--- src/rtl/sar_pkg.sv ---
package sar_pkg;

  typedef enum logic [1:0] {
    RES_FULL  = 2'd0,
    RES_LESS2 = 2'd1,
    RES_LESS4 = 2'd2,
    RES_FULLB = 2'd3
  } res_sel_e;

  // Number of bits decided for a given short-cycle selection.
  function automatic int bits_for_sel(input int w, input logic [1:0] sel);
    case (res_sel_e'(sel))
      RES_LESS2: return w - 2;
      RES_LESS4: return w - 4;
      default:   return w;
    endcase
  endfunction

endpackage

--- src/rtl/sar_start_edge.sv ---
module sar_start_edge (
  input  logic clk,
  input  logic rst_n,
  input  logic start_i,
  output logic rise_o,
  output logic fall_o
);
  logic start_q;

  always_ff @(posedge clk or negedge rst_n) begin
    if (!rst_n) start_q <= 1'b0;
    else        start_q <= start_i;
  end

  // rise: preset request; fall: conversion launch
  assign rise_o = start_i & ~start_q;
  assign fall_o = ~start_i & start_q;
endmodule

--- src/rtl/sar_sequencer.sv ---
module sar_sequencer #(
  parameter int W = 12
) (
  input  logic                 clk,
  input  logic                 rst_n,
  input  logic                 rise_i,
  input  logic                 fall_i,
  input  logic [1:0]           res_sel_i,
  output logic                 busy_o,
  output logic [$clog2(W)-1:0] pos_o,
  output logic                 last_o
);
  localparam int IW = $clog2(W);

  logic          busy_q, busy_d;
  logic [IW-1:0] pos_q, pos_d;
  logic [IW-1:0] stop_q, stop_d;
  logic          en;

  always_comb begin
    busy_d = busy_q;
    pos_d  = pos_q;
    stop_d = stop_q;
    if (rise_i) begin
      busy_d = 1'b0;
    end else if (fall_i) begin
      busy_d = 1'b1;
      pos_d  = IW'(W - 1);
      stop_d = IW'(W - sar_pkg::bits_for_sel(W, res_sel_i));
    end else if (busy_q) begin
      if (pos_q == stop_q) busy_d = 1'b0;
      else                 pos_d  = pos_q - 1'b1;
    end
  end

  assign en = rise_i | fall_i | busy_q;

  always_ff @(posedge clk or negedge rst_n) begin
    if (!rst_n) begin
      busy_q <= 1'b0;
      pos_q  <= '0;
      stop_q <= '0;
    end else if (en) begin
      busy_q <= busy_d;
      pos_q  <= pos_d;
      stop_q <= stop_d;
    end
  end

  assign busy_o = busy_q;
  assign pos_o  = pos_q;
  assign last_o = busy_q & (pos_q == stop_q);
endmodule

--- src/rtl/sar_datapath.sv ---
module sar_datapath #(
  parameter int W = 12
) (
  input  logic                 clk,
  input  logic                 rst_n,
  input  logic                 rise_i,
  input  logic                 fall_i,
  input  logic                 busy_i,
  input  logic                 last_i,
  input  logic [$clog2(W)-1:0] pos_i,
  input  logic                 cmp_below_i,
  output logic [W-1:0]         trial_o,
  output logic [W-1:0]         result_o,
  output logic                 ser_o
);
  localparam logic [W-1:0] PRESET  = {1'b0, {(W-1){1'b1}}};
  localparam logic [W-1:0] MSB_ONE = {1'b1, {(W-1){1'b0}}};

  logic [W-1:0] code_q, code_d;
  logic [W-1:0] res_q, res_d;
  logic         ser_q, ser_d;
  logic [W-1:0] onehot, below, work;
  logic         en;

  always_comb begin
    onehot = W'(1) << pos_i;
    below  = onehot - W'(1);
    work   = code_q;
    if (cmp_below_i) work = code_q & ~onehot;

    code_d = code_q;
    res_d  = res_q;
    ser_d  = ser_q;
    if (rise_i) begin
      code_d = PRESET;
      res_d  = PRESET;
      ser_d  = 1'b0;
    end else if (fall_i) begin
      code_d = MSB_ONE;
    end else if (busy_i) begin
      ser_d = ~cmp_below_i;
      if (last_i) begin
        code_d = work | below;
        res_d  = work | below;
      end else begin
        code_d = work | (onehot >> 1);
      end
    end
  end

  assign en = rise_i | fall_i | busy_i;

  always_ff @(posedge clk or negedge rst_n) begin
    if (!rst_n) begin
      code_q <= PRESET;
      res_q  <= PRESET;
      ser_q  <= 1'b0;
    end else if (en) begin
      code_q <= code_d;
      res_q  <= res_d;
      ser_q  <= ser_d;
    end
  end

  assign trial_o  = code_q;
  assign result_o = res_q;
  assign ser_o    = ser_q;
endmodule

--- src/rtl/sar_conv_ctrl.sv ---
module sar_conv_ctrl #(
  parameter int W = 12
) (
  input  logic         clk,
  input  logic         rst_n,
  input  logic         start_i,
  input  logic         cmp_below_i,
  input  logic [1:0]   res_sel_i,
  input  logic         twos_i,
  output logic [W-1:0] trial_o,
  output logic [W-1:0] result_o,
  output logic         eoc_o,
  output logic         ser_o,
  output logic         ser_n_o
);
  localparam int IW = $clog2(W);

  logic          rise, fall, busy, last;
  logic [IW-1:0] pos;
  logic [W-1:0]  result_raw;

  sar_start_edge i_edge (
    .clk    (clk),
    .rst_n  (rst_n),
    .start_i(start_i),
    .rise_o (rise),
    .fall_o (fall)
  );

  sar_sequencer #(.W(W)) i_seq (
    .clk      (clk),
    .rst_n    (rst_n),
    .rise_i   (rise),
    .fall_i   (fall),
    .res_sel_i(res_sel_i),
    .busy_o   (busy),
    .pos_o    (pos),
    .last_o   (last)
  );

  sar_datapath #(.W(W)) i_dp (
    .clk        (clk),
    .rst_n      (rst_n),
    .rise_i     (rise),
    .fall_i     (fall),
    .busy_i     (busy),
    .last_i     (last),
    .pos_i      (pos),
    .cmp_below_i(cmp_below_i),
    .trial_o    (trial_o),
    .result_o   (result_raw),
    .ser_o      (ser_o)
  );

  assign eoc_o    = busy;
  assign ser_n_o  = ~ser_o;
  assign result_o = {result_raw[W-1] ^ twos_i, result_raw[W-2:0]};
endmodule

--- config.mk ---
export PLATFORM = sky130hd
export DESIGN_NAME = sar_conv_ctrl
export DESIGN_NICKNAME = d
export VERILOG_FILES = /design/src/rtl/sar_pkg.sv /design/src/rtl/sar_start_edge.sv /design/src/rtl/sar_sequencer.sv /design/src/rtl/sar_datapath.sv /design/src/rtl/sar_conv_ctrl.sv
export SDC_FILE = /design/constraint.sdc
export NUM_CORES = 1
export LEC_CHECK = 0
export BUFFER_PORTS_ARGS = -buffer_cell sky130_fd_sc_hd__buf_2
export CAP_MARGIN = 5
export CORE_UTILIZATION = 47
export DETAILED_ROUTE_END_ITERATION = 8
export PLACE_DENSITY = 0.67
export SYNTH_ARGS = -nofsm -noshare
export SYNTH_HDL_FRONTEND = slang
export SYNTH_SLANG_ARGS = --single-unit
--- constraint.sdc ---
create_clock -name clk -period 4.3 [get_ports clk]
set_input_delay 0.86 -clock clk [delete_from_list [all_inputs] [get_ports clk]]
set_output_delay 0.86 -clock clk [all_outputs]
set_load 0.02 [all_outputs]
==> impl_metrics.csv <==
group,metric,value,unit
placement,place_inst,362,
drt,drc,0,
floorplan,io_pins,34,
logic_synthesis,synth_cell_types,51,
drt,wl_per_cell,16.73,um
finish,nFillCells,473,
logic_synthesis,synth.most_common_cell,"o21ai_0",
grt,overflow,0,
finish,seq_area,878.3,sq um
logic_synthesis,synth_top_area_cell,"dfstp_2",
floorplan,initial_core_util,50.30,%
finish,fin_nets,319,
setup_path,cp.arrival,3.32,ns
logic_synthesis,synthTopCellsByCount,"o21ai_0, nand2_1, dfstp_2",
job,maxCapViolations,0,
logic_synthesis,avgSynthCellArea,8.323,sq um
timing,slew_viol_final,0,
cts,cts_setup_buffers,0,
drt,viasPerCell,5.938,
cts,clockBufferDepth,2,
power,powerDensity,672.6,nW/um^2
power,max-vdd-ir-drop,341.3,uV
setup_path,cp_data_required_time,4.53,ns
logic_synthesis,synth_flop_cell,"dfstp_2",
placement,portBuffers,33,
timing,slew_headroom,31.82,%
cts,root_buffer,"clkbuf_8",
drt,drt_iter0_drc,295,
floorplan,die_y,74.03,um
logic_synthesis,synth_top_area_share,23.70,%
logic_synthesis,synth_area_leaders,"dfstp_2, dfrtp_1, o21ai_0",
floorplan,core_area,4848,sq um
timing,tns,0,ns
setup_path,path_class,"flop to flop",
cts,htree_levels,2,
cts,cts_resized,0,
run_status,status,"complete, no violations",
timing,finalSetupViolCount,0,
finish,drive_above_1_share,23.76,%
timing,fmaxAchievable,324.2,MHz
setup_path,critPathMaxFanout,22,
timing,worst_pin_slew,1.019,ns
power,p_leak,1.094,nW
setup_path,crit_path_end_kind,"flop",
logic_synthesis,ys_seq_area_share,36.02,%
logic_synthesis,syn_nets,310,
grt,grt_max_degree,35,
grt,grt_pass1_vias,2022,
finish,diodes,0,
grt,track_usage,24.60,%
timing,period_needed,3.085,ns
timing,rsz0062_at_grt,"no",
logic_synthesis,yosysWarnings,0,
logic_synthesis,ys_async_sr_fraction,100.0,%
grt,antenna_found_initial,0,
placement,hpwl,4.242,mm
cts,cts_buffers,5,
drt,vias,2197,
finish,layoutNonFillerInstCount,370,
placement,gp_congestion,0.9366,
drt,first_pass_iters,5,
finish,multi_input_area,1330,sq um
logic_synthesis,synth_edf_count,0,
cts,clkSlewWorstSetupHoldPaths,0.07,ns
drt,routed_wl,6.189,mm
floorplan,die_w,74.03,um
hold_path,hold_path.class,"flop to flop",
timing,hold_viol_final,0,
timing,skew,0.01004,ns
cts,postCtsHoldBufs,0,
cts,cts_tree,"done",
logic_synthesis,synth_area,2439,sq um
cts,cts_sinks,34,
logic_synthesis,syn-instance-count,293,
setup_path,cp-start-kind,"flop",
timing,finalCritPeriodShare,71.74,%
drt,ant_nets,0,
grt,grt_pass1_wl,10.21,mm
floorplan,num_rows,25,
cts,clock_latency,0.30,ns
logic_synthesis,synth-seq-cells,34,
finish,area_growth,6.978,%
floorplan,fp.dieArea,5480,sq um
through the flow:
step / cell area, sq um / util [%] / worst slack (ns) / hold WS (ns) / total power, mW
6_report: 2609 / 53.81 / 1.215 / 0.4880 / 1.755
3_3_place_gp: 2529 / 52.15 / 1.421 / 0.4681 / 1.494
4_1_cts: 2609 / 53.81 / 1.309 / 0.4814 / 1.742
2_1_floorplan: 2439 / - / 1.941 / 0.4816 / 1.268
3_5_place_dp: 2529 / 52.15 / 1.328 / 0.4721 / 1.503
5_1_grt: 2609 / 53.81 / 0.9976 / 0.5010 / 1.891
cell usage in the layout, fill, tap and decap left out, types with 4 or more instances in the layout:
master,instances
buf_2,33
o21ai_0,32
nand2_1,30
dfstp_2,22
nor2_1,19
inv_1,17
a21oi_1,17
a31oi_1,16
dfrtp_1,12
nand3_1,11
ha_1,10
nand2b_1,7
nor2b_1,6
o22a_1,6
clkbuf_8,5
a21o_1,4
area by class of cell:
type                    instances  share of cell area, %
multi-input cells             210                  50.98
flip-flops and latches         34                  33.67
repair buffers                 34                  6.619
well taps                      67                  3.213
clock buffers                   8                  3.070
inverters                      17                  2.446
flip-flops by register name, indices dropped and copies added, names as in the netlist:
name and cells:
i_dp.result_o 12, i_dp.trial_o 12, i_dp.ser_o 1, i_seq.busy_o 1
i_seq.stop_q 3, i_edge.start_q 1, i_seq.pos_o 4
power by group:
| part | internal, mW | leakage, nW | total (mW) | switching, mW |
|---|---|---|---|---|
| clock network | 0.115 | 0.0395 | 0.230 | 0.115 |
| registers | 0.454 | 0.376 | 0.605 | 0.151 |
| logic | 0.338 | 0.679 | 0.920 | 0.582 |
| total | 0.907 | 1.09 | 1.75 | 0.848 |
cells by family after synthesis:
logic type                 synth area share [%]
AOI/OAI and AO/OA                         26.27
xor gates and xnor gates                  3.079
adders and majority gates                 5.131
buffers and inverters                     9.441
DFF                                       36.02
muxes                                     1.796
and+or+nand+nor                           18.27
path summary, 6_finish.rpt:
path | from | to | slack (ns) | depth (start not counted)
setup / recovery | i_seq.pos_o[2] | i_dp.result_o[6] | 1.22 | 8
hold / removal | i_dp.trial_o[4] | i_dp.trial_o[4] | 0.49 | 2
setup reg to reg | i_seq.pos_o[2] | i_dp.result_o[6] | 1.22 | 8
hold reg to reg | i_dp.trial_o[4] | i_dp.trial_o[4] | 0.49 | 2
max in group asynchronous | rst_n | i_seq.pos_o[1] | 3.20 | 1
min in group asynchronous | rst_n | i_seq.pos_o[0] | 0.63 | 1
critical path, cell delays in order (launching register included):
cell and delay [ns]:
dfrtp_1 0.63, nor2_1 0.89, nand2_1 0.21, ha_1 0.41
and4b_1 0.28, a31oi_1 0.13, o21ai_0 0.11, nor2_1 0.20
o22a_1 0.16
per-layer routing:
layer,routed length [um],up-vias,global-route usage (%)
met2,2759,90,37.07
met1,2894,1037,34.58
li1,-,1055,-
met4,151,0,10.47
met3,384,15,4.472
met5,0,-,0
Note: power is estimated with default switching activity, not from simulation.
